$ cat src/rtl/rs_pkg.sv
package rs_pkg;

   typedef enum logic {
      RS_OP_ADD = 1'b0,
      RS_OP_SUB = 1'b1
   } rs_op_e;

   localparam int RS_NUM_SRC = 2;

endpackage

$ cat src/rtl/rs_operand.sv
// One source operand slot: holds a value, or waits on a producer tag and
// snoops the common bus for it.
module rs_operand #(
   parameter int TAG_W  = 3,
   parameter int DATA_W = 16
) (
   input  logic              clk,
   input  logic              rst_n,
   input  logic              load,
   input  logic [TAG_W-1:0]  src_tag,
   input  logic [DATA_W-1:0] src_val,
   input  logic              cdb_valid,
   input  logic [TAG_W-1:0]  cdb_tag,
   input  logic [DATA_W-1:0] cdb_val,
   output logic              have_o,
   output logic [DATA_W-1:0] val_o
);
   logic              have_q;
   logic [TAG_W-1:0]  tag_q;
   logic [DATA_W-1:0] val_q;
   logic              hit_wait;
   logic              hit_load;

   assign hit_wait = cdb_valid && (cdb_tag == tag_q);
   assign hit_load = cdb_valid && (cdb_tag == src_tag);

   always_ff @(posedge clk or negedge rst_n) begin
      if (!rst_n) begin
         have_q <= 1'b0;
         tag_q  <= '0;
         val_q  <= '0;
      end else if (load) begin
         tag_q <= src_tag;
         if (src_tag == '0) begin
            have_q <= 1'b1;
            val_q  <= src_val;
         end else if (hit_load) begin
            have_q <= 1'b1;
            val_q  <= cdb_val;
         end else begin
            have_q <= 1'b0;
         end
      end else if (!have_q && hit_wait) begin
         have_q <= 1'b1;
         val_q  <= cdb_val;
      end
   end

   assign have_o = have_q;
   assign val_o  = val_q;
endmodule

$ cat src/rtl/rs_entry.sv
// One station slot: occupancy, started flag, opcode and two operands.
module rs_entry
   import rs_pkg::*;
#(
   parameter int TAG_W  = 3,
   parameter int DATA_W = 16
) (
   input  logic              clk,
   input  logic              rst_n,
   input  logic              alloc,
   input  rs_op_e            op_in,
   input  logic [TAG_W-1:0]  src_tag [RS_NUM_SRC],
   input  logic [DATA_W-1:0] src_val [RS_NUM_SRC],
   input  logic              cdb_valid,
   input  logic [TAG_W-1:0]  cdb_tag,
   input  logic [DATA_W-1:0] cdb_val,
   input  logic              start,
   input  logic              retire,
   output logic              valid_o,
   output logic              ready_o,
   output rs_op_e            op_o,
   output logic [DATA_W-1:0] opnd_o [RS_NUM_SRC]
);
   logic                  valid_q;
   logic                  sent_q;
   rs_op_e                op_q;
   logic [RS_NUM_SRC-1:0] have;

   for (genvar k = 0; k < RS_NUM_SRC; k++) begin : g_src
      rs_operand #(.TAG_W(TAG_W), .DATA_W(DATA_W)) u_opnd (
         .clk      (clk),
         .rst_n    (rst_n),
         .load     (alloc),
         .src_tag  (src_tag[k]),
         .src_val  (src_val[k]),
         .cdb_valid(cdb_valid),
         .cdb_tag  (cdb_tag),
         .cdb_val  (cdb_val),
         .have_o   (have[k]),
         .val_o    (opnd_o[k])
      );
   end

   always_ff @(posedge clk or negedge rst_n) begin
      if (!rst_n) begin
         valid_q <= 1'b0;
         sent_q  <= 1'b0;
         op_q    <= RS_OP_ADD;
      end else if (alloc) begin
         valid_q <= 1'b1;
         sent_q  <= 1'b0;
         op_q    <= op_in;
      end else begin
         if (start)  sent_q  <= 1'b1;
         if (retire) valid_q <= 1'b0;
      end
   end

   assign valid_o = valid_q;
   assign ready_o = valid_q && !sent_q && (&have);
   assign op_o    = op_q;
endmodule

$ cat src/rtl/rs_age_select.sv
// Age matrix: older_q[j][i] set means slot j was issued before slot i.
// Grants the oldest ready slot, one per cycle.
module rs_age_select #(
   parameter int DEPTH = 4
) (
   input  logic             clk,
   input  logic             rst_n,
   input  logic [DEPTH-1:0] alloc_vec,
   input  logic [DEPTH-1:0] ready,
   output logic [DEPTH-1:0] grant
);
   logic [DEPTH-1:0] older_q [DEPTH];

   always_ff @(posedge clk or negedge rst_n) begin
      if (!rst_n) begin
         for (int j = 0; j < DEPTH; j++) older_q[j] <= '0;
      end else begin
         for (int i = 0; i < DEPTH; i++) begin
            if (alloc_vec[i]) begin
               for (int j = 0; j < DEPTH; j++) begin
                  if (j != i) begin
                     older_q[i][j] <= 1'b0;
                     older_q[j][i] <= 1'b1;
                  end
               end
            end
         end
      end
   end

   always_comb begin
      for (int i = 0; i < DEPTH; i++) begin
         logic blocked;
         blocked = 1'b0;
         for (int j = 0; j < DEPTH; j++) begin
            if (j != i && ready[j] && older_q[j][i]) blocked = 1'b1;
         end
         grant[i] = ready[i] && !blocked;
      end
   end
endmodule

$ cat src/rtl/rs_fu_pipe.sv
// Fixed-latency stand-in for the functional unit: carries the finished value
// and the slot index through LATENCY register stages.
module rs_fu_pipe #(
   parameter int DATA_W  = 16,
   parameter int IDX_W   = 2,
   parameter int LATENCY = 2
) (
   input  logic              clk,
   input  logic              rst_n,
   input  logic              in_valid,
   input  logic [IDX_W-1:0]  in_idx,
   input  logic [DATA_W-1:0] in_val,
   output logic              out_valid,
   output logic [IDX_W-1:0]  out_idx,
   output logic [DATA_W-1:0] out_val
);
   if (LATENCY == 1) begin : g_single
      always_ff @(posedge clk or negedge rst_n) begin
         if (!rst_n) begin
            out_valid <= 1'b0;
            out_idx   <= '0;
            out_val   <= '0;
         end else begin
            out_valid <= in_valid;
            out_idx   <= in_idx;
            out_val   <= in_val;
         end
      end
   end else begin : g_multi
      logic              v_q   [LATENCY];
      logic [IDX_W-1:0]  idx_q [LATENCY];
      logic [DATA_W-1:0] val_q [LATENCY];

      always_ff @(posedge clk or negedge rst_n) begin
         if (!rst_n) begin
            for (int s = 0; s < LATENCY; s++) begin
               v_q[s]   <= 1'b0;
               idx_q[s] <= '0;
               val_q[s] <= '0;
            end
         end else begin
            v_q[0]   <= in_valid;
            idx_q[0] <= in_idx;
            val_q[0] <= in_val;
            for (int s = 1; s < LATENCY; s++) begin
               v_q[s]   <= v_q[s-1];
               idx_q[s] <= idx_q[s-1];
               val_q[s] <= val_q[s-1];
            end
         end
      end

      assign out_valid = v_q[LATENCY-1];
      assign out_idx   = idx_q[LATENCY-1];
      assign out_val   = val_q[LATENCY-1];
   end
endmodule

$ cat src/rtl/rs_station.sv
module rs_station
   import rs_pkg::*;
#(
   parameter int DEPTH    = 4,
   parameter int TAG_W    = 3,
   parameter int DATA_W   = 16,
   parameter int LATENCY  = 2,
   parameter int TAG_BASE = 1
) (
   input  logic              clk,
   input  logic              rst_n,
   input  logic              iss_valid,
   output logic              iss_ready,
   input  logic              iss_op,
   input  logic [TAG_W-1:0]  iss_a_tag,
   input  logic [DATA_W-1:0] iss_a_val,
   input  logic [TAG_W-1:0]  iss_b_tag,
   input  logic [DATA_W-1:0] iss_b_val,
   output logic [TAG_W-1:0]  iss_tag,
   input  logic              br_set,
   input  logic              br_resolve,
   input  logic              cdb_valid,
   input  logic [TAG_W-1:0]  cdb_tag,
   input  logic [DATA_W-1:0] cdb_val,
   output logic              res_valid,
   output logic [TAG_W-1:0]  res_tag,
   output logic [DATA_W-1:0] res_val
);
   localparam int IDX_W = $clog2(DEPTH);

   if (DEPTH < 2) begin : g_bad_depth
      $error("rs_station: DEPTH must be at least 2");
   end
   if (LATENCY < 1) begin : g_bad_lat
      $error("rs_station: LATENCY must be at least 1");
   end
   if (TAG_BASE < 1 || TAG_BASE + DEPTH > (1 << TAG_W)) begin : g_bad_tag
      $error("rs_station: slot tags must be nonzero and fit in TAG_W");
   end

   logic [DEPTH-1:0]  ent_valid;
   logic [DEPTH-1:0]  ent_ready;
   logic [DEPTH-1:0]  grant;
   logic [DEPTH-1:0]  alloc_vec;
   logic [DEPTH-1:0]  release_vec;
   rs_op_e            ent_op   [DEPTH];
   logic [DATA_W-1:0] ent_opnd [DEPTH][RS_NUM_SRC];
   logic [TAG_W-1:0]  src_tag  [RS_NUM_SRC];
   logic [DATA_W-1:0] src_val  [RS_NUM_SRC];

   logic              br_pend_q;
   logic [IDX_W-1:0]  free_idx;
   logic              full;
   logic              accept;

   logic              disp_valid;
   logic [IDX_W-1:0]  disp_idx;
   rs_op_e            disp_op;
   logic [DATA_W-1:0] disp_a;
   logic [DATA_W-1:0] disp_b;
   logic [DATA_W-1:0] disp_res;
   logic [IDX_W-1:0]  res_idx;

   // branch issue block
   always_ff @(posedge clk or negedge rst_n) begin
      if (!rst_n)          br_pend_q <= 1'b0;
      else if (br_set)     br_pend_q <= 1'b1;
      else if (br_resolve) br_pend_q <= 1'b0;
   end

   // lowest free slot
   always_comb begin
      free_idx = '0;
      for (int i = DEPTH - 1; i >= 0; i--) begin
         if (!ent_valid[i]) free_idx = IDX_W'(i);
      end
   end

   assign full      = &ent_valid;
   assign iss_ready = !full && !br_pend_q;
   assign accept    = iss_valid && iss_ready;
   assign iss_tag   = TAG_W'(TAG_BASE) + TAG_W'(free_idx);

   always_comb begin
      alloc_vec = '0;
      if (accept) alloc_vec[free_idx] = 1'b1;
   end

   assign src_tag[0] = iss_a_tag;
   assign src_tag[1] = iss_b_tag;
   assign src_val[0] = iss_a_val;
   assign src_val[1] = iss_b_val;

   for (genvar i = 0; i < DEPTH; i++) begin : g_ent
      rs_entry #(.TAG_W(TAG_W), .DATA_W(DATA_W)) u_ent (
         .clk      (clk),
         .rst_n    (rst_n),
         .alloc    (alloc_vec[i]),
         .op_in    (rs_op_e'(iss_op)),
         .src_tag  (src_tag),
         .src_val  (src_val),
         .cdb_valid(cdb_valid),
         .cdb_tag  (cdb_tag),
         .cdb_val  (cdb_val),
         .start    (grant[i]),
         .retire   (release_vec[i]),
         .valid_o  (ent_valid[i]),
         .ready_o  (ent_ready[i]),
         .op_o     (ent_op[i]),
         .opnd_o   (ent_opnd[i])
      );
   end

   rs_age_select #(.DEPTH(DEPTH)) u_sel (
      .clk      (clk),
      .rst_n    (rst_n),
      .alloc_vec(alloc_vec),
      .ready    (ent_ready),
      .grant    (grant)
   );

   // dispatch mux
   always_comb begin
      disp_idx = '0;
      disp_op  = RS_OP_ADD;
      disp_a   = '0;
      disp_b   = '0;
      for (int i = 0; i < DEPTH; i++) begin
         if (grant[i]) begin
            disp_idx = IDX_W'(i);
            disp_op  = ent_op[i];
            disp_a   = ent_opnd[i][0];
            disp_b   = ent_opnd[i][1];
         end
      end
   end

   assign disp_valid = |grant;
   assign disp_res   = (disp_op == RS_OP_SUB) ? (disp_a - disp_b) : (disp_a + disp_b);

   rs_fu_pipe #(.DATA_W(DATA_W), .IDX_W(IDX_W), .LATENCY(LATENCY)) u_pipe (
      .clk      (clk),
      .rst_n    (rst_n),
      .in_valid (disp_valid),
      .in_idx   (disp_idx),
      .in_val   (disp_res),
      .out_valid(res_valid),
      .out_idx  (res_idx),
      .out_val  (res_val)
   );

   assign res_tag = TAG_W'(TAG_BASE) + TAG_W'(res_idx);

   always_comb begin
      release_vec = '0;
      if (res_valid) release_vec[res_idx] = 1'b1;
   end
endmodule

$ cat config.mk
export PLATFORM = sky130hd
export DESIGN_NAME = rs_station
export DESIGN_NICKNAME = d
export VERILOG_FILES = /design/src/rtl/rs_pkg.sv /design/src/rtl/rs_operand.sv /design/src/rtl/rs_entry.sv /design/src/rtl/rs_age_select.sv /design/src/rtl/rs_fu_pipe.sv /design/src/rtl/rs_station.sv
export SDC_FILE = /design/constraint.sdc
export NUM_CORES = 1
export LEC_CHECK = 0
export ABC_AREA = 1
export BUFFER_PORTS_ARGS = -buffer_cell sky130_fd_sc_hd__buf_2
export CAP_MARGIN = 15
export CORE_ASPECT_RATIO = 0.7
export CORE_MARGIN = 3
export CORE_UTILIZATION = 60
export DETAILED_ROUTE_END_ITERATION = 10
export GPL_TIMING_DRIVEN = 0
export PLACE_DENSITY = 0.84
export SYNTH_ARGS = -nofsm -noshare
export SYNTH_HDL_FRONTEND = slang
export SYNTH_HIERARCHICAL = 1
export SYNTH_SLANG_ARGS = --single-unit
$ cat constraint.sdc
create_clock -name clk -period 4.8 [get_ports clk]
set_input_delay 0.72 -clock clk [delete_from_list [all_inputs] [get_ports clk]]
set_output_delay 0.72 -clock clk [all_outputs]
set_load 0.05 [all_outputs]
==> metrics.md, run 1 <==
| Metric | Value |
|---|---|
| Status | `complete, no violations` |
| Number of pins with negative max-slew slack in the final report | `0` |
| Overall die area | `0.0256 mm^2` |
| DRC | `0` |
| Total placed cells including tap cells | `2,420` |
| Proportion of synthesized area in mux cells | `0%` |
| Clock insertion delay at the later pin of the skew report | `0.51 ns` |
| Worst setup path class | `flip-flop to flip-flop` |
| Most common cell after layout, fill and taps aside | `nand2_1` |
| Kind of path behind the tightest hold check | `input pin to asynchronous set/reset pin` |
| Overall overflow remaining after global route | `0` |
| Number of setup buffers added after CTS | `0` |
| GRT Util Overall | `32.9%` |
| IO Port Bufs | `87` |
| Post-Synthesis Cell Area | `0.0142 mm^2` |
| Final count of hold timing violations | `0` |
| Pint | `3.95 mW` |
| H-tree depth reported by CTS | `1` |
| Net count after synthesis | `2,108` |
| Maximum fanout encountered on the critical timing path | `10` |
| Wire length of the first global-routing pass | `67.0 mm` |
| Clock transition at the registers of the reported paths | `0.06 ns` |
| Number of unique standard cell types used by synthesis | `42` |
| Initial DRC Count | `1,619` |
| HPWL after DPL | `30.8 mm` |
| Xor/xnor cell area share of the yosys netlist | `1.35%` |
| Sequential element share of the synthesized area | `39.2%` |
| Fraction of the mapped netlist area in simple logic gates | `45.3%` |
| Combinational family with the most area after synthesis | `simple AND/OR/NAND/NOR gates` |
| Synthesis warning total | `6` |
| Number of antenna violations at the first check in global routing | `2` |
| Clock tree from TritonCTS | `yes` |
| Critical path capture point type | `flip-flop` |
| Drt first pass iters | `8` |
| Pwr dens | `355 mW/mm^2` |
| Number of fillers in the final layout | `1,976` |
| Critical Path Source Type | `flip-flop` |
| Non-Filler Instances | `2,462` |
| Synthesis-stage register bit count | `223` |
| Post-Route Skew | `0.0123 ns` |
| Final critical delay including setup and external delays | `4.65 ns` |
| Core occupancy in the finished layout | `69.3%` |
| Width of the die | `190 um` |
| Via count of the routed design | `13,679` |
| Initial cell density of the core | `61.9%` |
| Number of global-route vias before repair | `12,715` |
| Per-instance average area after synthesis | `7.05 um^2` |
| Routed wire length | `41.7 mm` |
| Synthesized-area fraction occupied by ao, oa, aoi and oai cells | `3.72%` |
| Number of max-capacitance violations reported | `0` |
| Number of cell rows | `46` |
| Drt via density | `5.56` |
| Sinks on the clock net | `223` |
| Unrepaired setup endpoints after global routing | `false` |
| Die span in y | `135 um` |
| Max-slew headroom at the worst pin | `41.5%` |
| Last weighted congestion value of the routability-driven placer | `0.974` |
| Logic gate share of total power | `16.1%` |
| Setup violators final | `0` |
| Adder and majority gate portion of the synthesized area | `2.25%` |
| Arrival time of data at the critical path endpoint | `5.04 ns` |
| Clk root buf | `clkbuf_16` |
| Required time at the worst-slack endpoint | `5.19 ns` |
| Antenna Nets Post-Route | `0` |
| Number of standard cells after synthesis | `2,019` |
| Share of layout cells above drive strength 1 | `18.7%` |
| Number of buffers created by CTS | `23` |
| Post-detailed-route wirelength per cell | `16.9 um` |
| Proportion of power drawn by flip-flops and latches | `50.1%` |
| Switching share of total power | `30.1%` |
| Maximum count of clock buffers along a single path | `3` |
| Max VDD drop | `255 uV` |
| Largest net degree at the start of global routing | `118` |
| Share of total power in the clock network | `33.7%` |
| Standard cell core area | `0.0230 mm^2` |
| Share of the clock period used by the worst path | `96.9%` |
| Slew at the pin closest to its max-slew limit | `0.878 ns` |
| Final-stage net count | `2,224` |
| I/O pin count | `88` |
| Leak Pwr | `8.96 nW` |
| Hold slack | `0.284 ns` |
| Highest-count cells in the layout ignoring fill and taps | `nand2_1 (824), nand3_1 (319), dfrtp_1 (223)` |
| Synth-to-Final Area Change | `11.9%` |
| Maximum clock rate | `215 MHz` |
| Switching power total | `1.70 mW` |
-- registers in the layout, summed over array words and instances, names as in the netlist --
name / count
br_pend_q: 1
g_ent.u_ent/g_src.u_opnd/have_o: 8
g_ent.u_ent/g_src.u_opnd/tag_q: 24
g_ent.u_ent/g_src.u_opnd/val_o: 128
g_ent.u_ent/op_o: 4
g_ent.u_ent/sent_q: 4
g_ent.u_ent/valid_o: 4
u_pipe/g_multi.idx_q: 2
u_pipe/g_multi.v_q: 1
u_pipe/g_multi.val_q: 16
u_pipe/out_idx: 2
u_pipe/out_val: 16
u_pipe/out_valid: 1
u_sel/older_q: 12
-- cell usage after synthesis --
| library cell | instances | area share, % |
|---|---|---|
| inv_2 | 38 | 1.0 |
| a21boi_1 | 1 | 0.053 |
| nand2_1 | 824 | 22 |
| clkinv_1 | 2 | 0.053 |
| nand3_1 | 319 | 11 |
| o21ai_0 | 31 | 1.1 |
| a21oi_1 | 25 | 0.88 |
| a221oi_1 | 2 | 0.12 |
| nor2_2 | 7 | 0.31 |
| o21bai_1 | 1 | 0.053 |
| o21ai_1 | 3 | 0.11 |
| nor3_2 | 1 | 0.070 |
| a31oi_2 | 1 | 0.088 |
| xor2_1 | 16 | 0.99 |
| nand3_2 | 12 | 0.84 |
| buf_4 | 30 | 1.6 |
| clkbuf_1 | 3 | 0.079 |
| inv_1 | 113 | 3.0 |
| o21ai_4 | 1 | 0.11 |
| nand3b_1 | 2 | 0.11 |
| nand2_4 | 24 | 1.9 |
| nor3_1 | 3 | 0.11 |
| nor2_8 | 2 | 0.28 |
| buf_1 | 2 | 0.053 |
| nor2_4 | 20 | 1.6 |
| o22ai_1 | 1 | 0.044 |
| ha_1 | 24 | 2.1 |
| inv_4 | 2 | 0.088 |
| buf_2 | 35 | 1.2 |
| nor2_1 | 117 | 3.1 |
| nand4_1 | 12 | 0.53 |
| a21o_1 | 3 | 0.16 |
| o2111ai_1 | 1 | 0.062 |
| a31oi_1 | 2 | 0.088 |
| buf_6 | 13 | 1.0 |
| dfrtp_1 | 223 | 39 |
| xnor2_1 | 6 | 0.37 |
| nand2_2 | 81 | 3.6 |
| a22oi_1 | 5 | 0.26 |
| a21boi_0 | 2 | 0.11 |
| fa_1 | 1 | 0.14 |
| a21oi_2 | 8 | 0.49 |
-- routing by layer --
metal  wire, um  vias to the layer above  share of wire, %  GRT usage (%)
li1           -                     6606                 -              -
met1      17600                     6329                42           46.3
met2      18500                      653                44           51.7
met3       4610                       89                11           7.94
met4       1030                        2               2.5           8.00
met5         17                        -             0.041              0
-- cell type report --
cell class              count  area (um^2)  area share (%)
repair buffers             92          510            3.21
clock inverters             6          130           0.817
plain buffers              82          562            3.53
diodes                      1         2.50          0.0157
clock buffers              33          663            4.16
flip-flops and latches    223         5580            35.0
multi-input cells        1558         7500            47.1
well taps                 312          390            2.45
inverters                 155          587            3.69
-- cell families after synthesis --
kind of cell,count (synthesis)
simple gates,1424
buf+inv,238
flops,223
compound gates,87
fa+ha+maj,25
xor+xnor,22
-- what timing repair did --
action / in CTS / in global routing
gates resized for setup: 0 / 1
endpoints found under the setup margin: 0 / 1
hold buffers: 0 / 0
-- metrics by stage --
step	instance area [um^2]	TNS, ns	power, mW	worst slack, ns
3_3_place_gp	15100	-194.23	3.68	-0.901
6_report	15900	0	5.66	0.148
3_5_place_dp	15100	0	3.75	0.376
4_1_cts	15900	0	5.67	0.332
2_1_floorplan	14200	0	3.36	1.43
5_1_grt	15900	0	5.96	0.00689
-- power by group through the flow --
stage | registers [mW] | clock network (mW) | logic (mW)
3_5_place_dp | 2.85 | 0 | 0.900
2_1_floorplan | 2.71 | 0 | 0.647
6_report | 2.84 | 1.91 | 0.913
5_1_grt | 2.89 | 2.01 | 1.06
3_3_place_gp | 2.82 | 0 | 0.853
4_1_cts | 2.82 | 1.94 | 0.909
-- final timing paths --
kind / startpoint / endpoint / slack, ns / depth (start not counted)
setup / recovery: g_ent[3].u_ent/g_src[0].u_opnd/have_o / u_pipe/g_multi.val_q[26] / 0.15 / 18
hold / removal: rst_n / br_pend_q / 0.28 / 1
setup reg to reg: g_ent[3].u_ent/g_src[0].u_opnd/have_o / u_pipe/g_multi.val_q[26] / 0.15 / 18
hold reg to reg: u_pipe/g_multi.v_q[1] / u_pipe/out_valid / 0.35 / 0
max in group asynchronous: rst_n / g_ent[3].u_ent/g_src[0].u_opnd/val_o[4] / 3.46 / 2
min in group clk: u_pipe/g_multi.v_q[1] / u_pipe/out_valid / 0.35 / 0
-- worst max-delay path, stage by stage (launching register included) --
cell      delay (ns)
dfrtp_1         0.48
nand2_1         0.14
nor2_1          0.26
nand2_1         0.09
nor2_1          0.21
buf_6           0.22
buf_2           0.37
a21oi_1         0.09
a221oi_1        0.71
ha_1            0.27
inv_1           0.07
fa_1            0.46
nand3_1         0.10
nand2_1         0.13
a21boi_0        0.40
o21ai_0         0.21
nand3_1         0.11
nand2_1         0.08
xor2_1          0.15
(Power assumes the default switching activity.)
==> run 2: changes to the inputs <==
Settings changed: CAP_MARGIN 15 to 20, CTS_CLUSTER_DIAMETER set to 80, RECOVER_POWER set to 50.
==> run 2 against run 1 <==
The run now ends with capacitance limit, slew limit left. Core utilization fell by 0.076 points. Clock skew rose by 0.0020 ns. Die area did not move. First-iteration DRC count rose by 2.0%. Maximum frequency rose by 2.2%. Non-clock buffer count rose by 1. Critical path type unchanged. Largest power group unchanged.
==> metrics.md, run 2 (synthesized netlist as in run 1, its figures left out) <==
| Metric | Value |
|---|---|
| Max-slew headroom at the worst pin | `-90.1%` |
| Via count of the routed design | `13,804` |
| Slew at the pin closest to its max-slew limit | `2.85 ns` |
| Pwr dens | `356 mW/mm^2` |
| Number of antenna violations at the first check in global routing | `2` |
| Post-place setup slack | `0.348 ns` |
| Status | `complete, but fails checks` |
| Kind of path behind the tightest hold check | `flip-flop to flip-flop` |
| Wire length of the first global-routing pass | `67.4 mm` |
| Required time at the worst-slack endpoint | `5.20 ns` |
| Antenna Nets Post-Route | `0` |
| Number of pins with negative max-slew slack in the final report | `225` |
| Clock insertion delay at the later pin of the skew report | `0.52 ns` |
| Arrival time of data at the critical path endpoint | `4.95 ns` |
| Worst setup path class | `flip-flop to flip-flop` |
| Non-Filler Instances | `2,464` |
| Overall die area | `0.0256 mm^2` |
| Highest-count cells in the layout ignoring fill and taps | `nand2_1 (824), nand3_1 (319), dfrtp_1 (223)` |
| Proportion of power drawn by flip-flops and latches | `50.1%` |
| Critical Path Source Type | `flip-flop` |
| Number of max-capacitance violations reported | `2` |
| Largest net degree at the start of global routing | `118` |
| Sum of negative setup slack | `0 ns` |
| Number of cell rows | `46` |
| Clk root buf | `clkbuf_16` |
| Setup violators final | `0` |
| Initial cell density of the core | `61.9%` |
| Last weighted congestion value of the routability-driven placer | `0.974` |
| Maximum fanout encountered on the critical timing path | `10` |
| Die span in y | `135 um` |
| H-tree depth reported by CTS | `1` |
| Cell at the slowest stage of the critical path | `buf_1` |
| Launching point of the worst reg2reg path | `g_ent[1].u_ent/g_src[0].u_opnd/have_o` |
| Standard cell core area | `0.0230 mm^2` |
| HPWL after DPL | `30.9 mm` |
| Post-Route Skew | `0.0143 ns` |
| Most common cell after layout, fill and taps aside | `nand2_1` |
| Drt first pass iters | `6` |
| Synth-to-Final Area Change | `11.8%` |
| Final critical delay including setup and external delays | `4.55 ns` |
| Clock tree from TritonCTS | `yes` |
| Clock transition at the registers of the reported paths | `0.06 ns` |
| Power Total | `5.67 mW` |
| Standard cell area after detailed placement | `0.0151 mm^2` |
| DRC | `0` |
| GRT Util Overall | `33.2%` |
| Final-stage net count | `2,225` |
| Share of layout cells above drive strength 1 | `18.7%` |
| Routed wire length | `42.2 mm` |
| Final worst slack | `0.250 ns` |
| Share of the clock period used by the worst path | `94.8%` |
| Max VDD drop | `296 uV` |
| Min-delay src | `u_pipe/g_multi.v_q[1]` |
| I/O pin count | `88` |
| Maximum count of clock buffers along a single path | `3` |
| Critical path capture point type | `flip-flop` |
| Hold slack | `0.348 ns` |
| Start point of the critical path | `g_ent[1].u_ent/g_src[0].u_opnd/have_o` |
| Width of the die | `190 um` |
| Number of setup buffers added after CTS | `0` |
| Pint | `3.95 mW` |
| Number of global-route vias before repair | `12,764` |
| Switching share of total power | `30.3%` |
| Number of buffers created by CTS | `23` |
| Post-detailed-route wirelength per cell | `17.1 um` |
| Share of total power in the clock network | `33.8%` |
| Sinks on the clock net | `223` |
| Slowest Stage Delay on Critical Path | `0.61 ns` |
| Leak Pwr | `8.95 nW` |
| IO Port Bufs | `87` |
| CP most frequent cell | `nand2_1` |
| Overall overflow remaining after global route | `0` |
| Critical-path cell list | `nand2_1 > nor2_1 > nand2_1 > nand2_1 > nor2_1 > buf_6 > inv_4 > buf_4 > buf_2 > buf_1 > nand3_1 > nand4_1 > ha_1 > a21oi_1 > nand2_1 > a21boi_1 > o21ai_0 > nand3_1 > nand2_1 > xor2_1` |
| Logic gate share of total power | `16.1%` |
| Violations in the final reports | `capacitance limit, slew limit` |
| Area of all placed cells without fillers | `0.0159 mm^2` |
| Total placed cells including tap cells | `2,421` |
| Drt via density | `5.60` |
| Flip-flop count of the largest register after layout | `128` |
| Maximum clock rate | `220 MHz` |
| Core occupancy in the finished layout | `69.3%` |
| Final count of hold timing violations | `0` |
| Initial DRC Count | `1,652` |
| Switching power total | `1.71 mW` |
## run 2: changes by cell type in the layout (fill, tap and decap cells not counted)
cell and change:
a21boi_0 -1, a21boi_1 +1, a221oi_1 -1, a221oi_2 +1, buf_1 +1, buf_16 -1
buf_8 -1, clkbuf_2 +1, clkbuf_4 +1, diode_2 +1
## run 2: worst max-delay path, delay by kind of cell (launching register included)
kind | cells | cell delay (ns)
AOI/OAI and AO/OA | 3 | 0.63
and+or+nand+nor | 10 | 1.42
DFF | 1 | 0.47
xor gates and xnor gates | 1 | 0.15
adders and majority gates | 1 | 0.35
buffers and inverters | 5 | 1.41
## run 2: metal layers
| metal | part of all wire (%) | wire [um] | GRT usage, % | vias up |
|---|---|---|---|---|
| li1 | - | - | - | 6612 |
| met1 | 41 | 17400 | 47.5 | 6369 |
| met2 | 44 | 18600 | 51.7 | 722 |
| met3 | 11 | 4850 | 6.62 | 101 |
| met4 | 3.1 | 1330 | 9.15 | 0 |
| met5 | 0 | 0 | 0 | - |
## run 2: final timing paths
path / to / slack, ns / cells after the start
min in group asynchronous: br_pend_q / 1.11 / 1
setup / recovery: u_pipe/g_multi.val_q[26] / 0.25 / 20
max in group asynchronous: g_ent[0].u_ent/g_src[0].u_opnd/val_o[14] / 0.76 / 2
hold / removal: u_pipe/out_valid / 0.35 / 0
hold reg to reg: u_pipe/out_valid / 0.35 / 0
setup reg to reg: u_pipe/g_multi.val_q[26] / 0.25 / 20
## run 2: power groups by stage
stage	sequential [mW]	combinational [mW]	clock [mW]
finish	2.84	0.914	1.92
global route	2.89	1.06	2.01
CTS	2.82	0.910	1.94
detailed placement	2.85	0.902	0
global placement	2.82	0.853	0
floorplan	2.71	0.647	0
## run 2: area by class of cell
cell class / count / area (um^2)
Clock buffer: 33 / 663
Multi-Input combinational cell: 1558 / 7500
Buffer: 83 / 566
Inverter: 155 / 587
Timing Repair Buffer: 92 / 480
Tap cell: 312 / 390
Fill cell: 1976 / 7060
Sequential cell: 223 / 5580
Antenna cell: 2 / 5.00
Clock inverter: 6 / 130
## run 2: repair_timing
item / 4_1_cts / 5_1_grt
resized for setup: 0 / 3
endpoints found under the setup margin: 0 / 1
hold buffers: 0 / 0
==> run 3: changes to the inputs <==
Settings changed: BUFFER_PORTS_ARGS -buffer_cell sky130_fd_sc_hd__buf_2 to -buffer_cell sky130_fd_sc_hd__clkbuf_2, CORE_UTILIZATION 60 to 25, PLACE_DENSITY 0.84 to 0.45, SLEW_MARGIN set to 20.
==> run 3 against run 2 <==
The flow still finishes with violations (capacitance limit, slew limit). Clock power grew 22%. Register-to-register slack gained 0.08 ns. Sequential power is essentially flat. Hold slack lost 0.0011 ns. Power grew 7.8%. Die area grew 130%. Critical endpoint unchanged. Largest cell class unchanged. Largest power group unchanged.
==> metrics.md, run 3 (synthesized netlist as in run 1, its figures left out) <==
| Metric | Value |
|---|---|
| Status | `complete, but fails checks` |
| Violations in the final reports | `capacitance limit, slew limit` |
| GRT Util Overall | `16.8%` |
| Max VDD drop | `219 uV` |
| Antenna Nets Post-Route | `0` |
| Sinks on the clock net | `223` |
| Slowest Stage Delay on Critical Path | `0.49 ns` |
| Critical path capture point type | `flip-flop` |
| Worst setup path class | `flip-flop to flip-flop` |
| Number of pins with negative max-slew slack in the final report | `69` |
| Unrepaired setup endpoints after global routing | `false` |
| Sum of negative setup slack | `0 ns` |
| Die span in y | `206 um` |
| Post-Route Skew | `0.0266 ns` |
| IO Port Bufs | `87` |
| Number of buffers created by CTS | `26` |
| I/O pin count | `88` |
| Drt first pass iters | `6` |
| Met2 capacity usage during global routing | `23.4%` |
| Synth-to-Final Area Change | `17.4%` |
| HPWL after DPL | `38.8 mm` |
| Number of antenna violations at the first check in global routing | `0` |
| Critical Path Source Type | `flip-flop` |
| Slew at the pin closest to its max-slew limit | `3.82 ns` |
| Arrival time of data at the critical path endpoint | `4.90 ns` |
| Most common cell after layout, fill and taps aside | `nand2_1` |
| Final critical delay including setup and external delays | `4.47 ns` |
| Initial cell density of the core | `25.5%` |
| Max-slew headroom at the worst pin | `-154%` |
| GR Layer Usage met1 | `26.2%` |
| Number of cell rows | `72` |
| H-tree depth reported by CTS | `1` |
| Clock tree from TritonCTS | `yes` |
| Cell at the slowest stage of the critical path | `clkbuf_1` |
| Top Usage Layer GRT | `met1` |
| Final count of hold timing violations | `0` |
| Wire length of the first global-routing pass | `77.8 mm` |
| Width of the die | `291 um` |
| Via count of the routed design | `13,258` |
| Pwr dens | `366 mW/mm^2` |
| Standard cell area after detailed placement | `0.0157 mm^2` |
| Kind of path behind the tightest hold check | `flip-flop to flip-flop` |
| Clock insertion delay at the later pin of the skew report | `0.56 ns` |
| Required time at the worst-slack endpoint | `5.23 ns` |
| Post-detailed-route wirelength per cell | `17.2 um` |
| Maximum fanout encountered on the critical timing path | `10` |
| Area of all placed cells without fillers | `0.0167 mm^2` |
| Number of max-capacitance violations reported | `1` |
| Hold slack | `0.347 ns` |
| Routing usage on met3 | `3.41%` |
| Share of the clock period used by the worst path | `93.2%` |
| Clk root buf | `clkbuf_16` |
| Routed wire length | `50.0 mm` |
| Overall overflow remaining after global route | `0` |
| Number of fillers in the final layout | `6,060` |
| Final-stage net count | `2,229` |
| Overall die area | `0.0598 mm^2` |
| Hold bufs inserted after CTS | `0` |
| Antenna Cells | `0` |
| Initial DRC Count | `1,235` |
| Core occupancy in the finished layout | `29.9%` |
| Flip-flop count of the largest register after layout | `128` |
| DRC | `0` |
| Maximum count of clock buffers along a single path | `3` |
| Number of global-route vias before repair | `12,866` |
| Standard cell core area | `0.0558 mm^2` |
| Critical-path cell list | `nand2_1 > nor2_2 > nand2_1 > nor2_1 > buf_6 > inv_2 > nor2_4 > clkbuf_1 > nand2_1 > nand4_1 > ha_1 > a21oi_1 > nand2_1 > a21boi_0 > o21ai_0 > nand3_1 > nand2_1 > xor2_1` |
| Last weighted congestion value of the routability-driven placer | `0.898` |
| Highest-count cells in the layout ignoring fill and taps | `nand2_1 (824), nand3_1 (319), dfrtp_1 (222)` |
| Setup violators final | `0` |
| Largest net degree at the start of global routing | `82` |
| CP most frequent cell | `nand2_1` |
| Drt via density | `4.57` |
| Power Total | `6.11 mW` |
| Leak Pwr | `9.06 nW` |
| Share of layout cells above drive strength 1 | `19.6%` |
| Maximum clock rate | `224 MHz` |
| Clock transition at the registers of the reported paths | `0.06 ns` |
run 3: cell count changes in the layout (fill, tap and decap cells not counted), moves of 3 or more:
cell       previous run  this run
buf_2               121        35
clkbuf_1              8         5
clkbuf_16            23        27
clkbuf_2              1        88
nor2_1              117       111
nor2_2                6        12
run 3: layout make-up:
type                       count  area, um^2  share of cell area (%)
inverter                     155         587                    3.51
buffer                        83         568                    3.40
clock buffer                  36         779                    4.67
sequential                   223        5580                    33.4
clock inverter                12         216                    1.30
timing repair buffer          93         510                    3.06
tap                          740         926                    5.55
multi-input combinational   1558        7530                    45.1
run 3: worst paths after layout:
| check | from | end | slack [ns] | depth (start not counted) |
|---|---|---|---|---|
| max | g_ent[2].u_ent/g_src[0].u_opnd/have_o | u_pipe/g_multi.val_q[26] | 0.33 | 18 |
| min in group asynchronous | rst_n | u_sel/older_q[8] | 1.49 | 1 |
| max reg2reg | g_ent[2].u_ent/g_src[0].u_opnd/have_o | u_pipe/g_multi.val_q[26] | 0.33 | 18 |
| min | u_pipe/g_multi.val_q[25] | u_pipe/out_val[9] | 0.35 | 0 |
| max in group asynchronous | rst_n | g_ent[2].u_ent/g_src[0].u_opnd/val_o[12] | 0.92 | 3 |
| min reg2reg | u_pipe/g_multi.val_q[25] | u_pipe/out_val[9] | 0.35 | 0 |
run 3: critical path, delay by kind of cell (launching register included):
family	cells	cell delay [ns]
compound gates	3	0.75
xor+xnor	1	0.15
fa+ha+maj	1	0.32
buf+inv	3	0.85
flops	1	0.47
simple gates	10	1.77
run 3: metrics by stage:
stage                     instances  setup slack, ns
after CTS                      2898           0.0603
after global placement         2846            -1.97
after floorplan                2019             1.43
final                          2900            0.328
after global routing           2900           0.0221
after detailed placement       2850            0.109
run 3: per-layer routing:
metal	routed length [um]	share of wire [%]
met3	3810	7.6
met2	19000	38
met4	999	2.0
met1	26100	52
met5	0	0
run 3: where the power goes:
| group | switching [mW] | internal, mW | leakage, nW |
|---|---|---|---|
| Clock | 0.887 | 1.46 | 0.491 |
| Sequential | 0.422 | 2.42 | 2.79 |
| Combinational | 0.557 | 0.367 | 5.78 |
run 3: repair_timing:
| item | 4_1_cts | 5_1_grt |
|---|---|---|
| endpoints found under the setup margin | 0 | 9 |
| resized for setup | 0 | 10 |
| setup buffers | 0 | 2 |
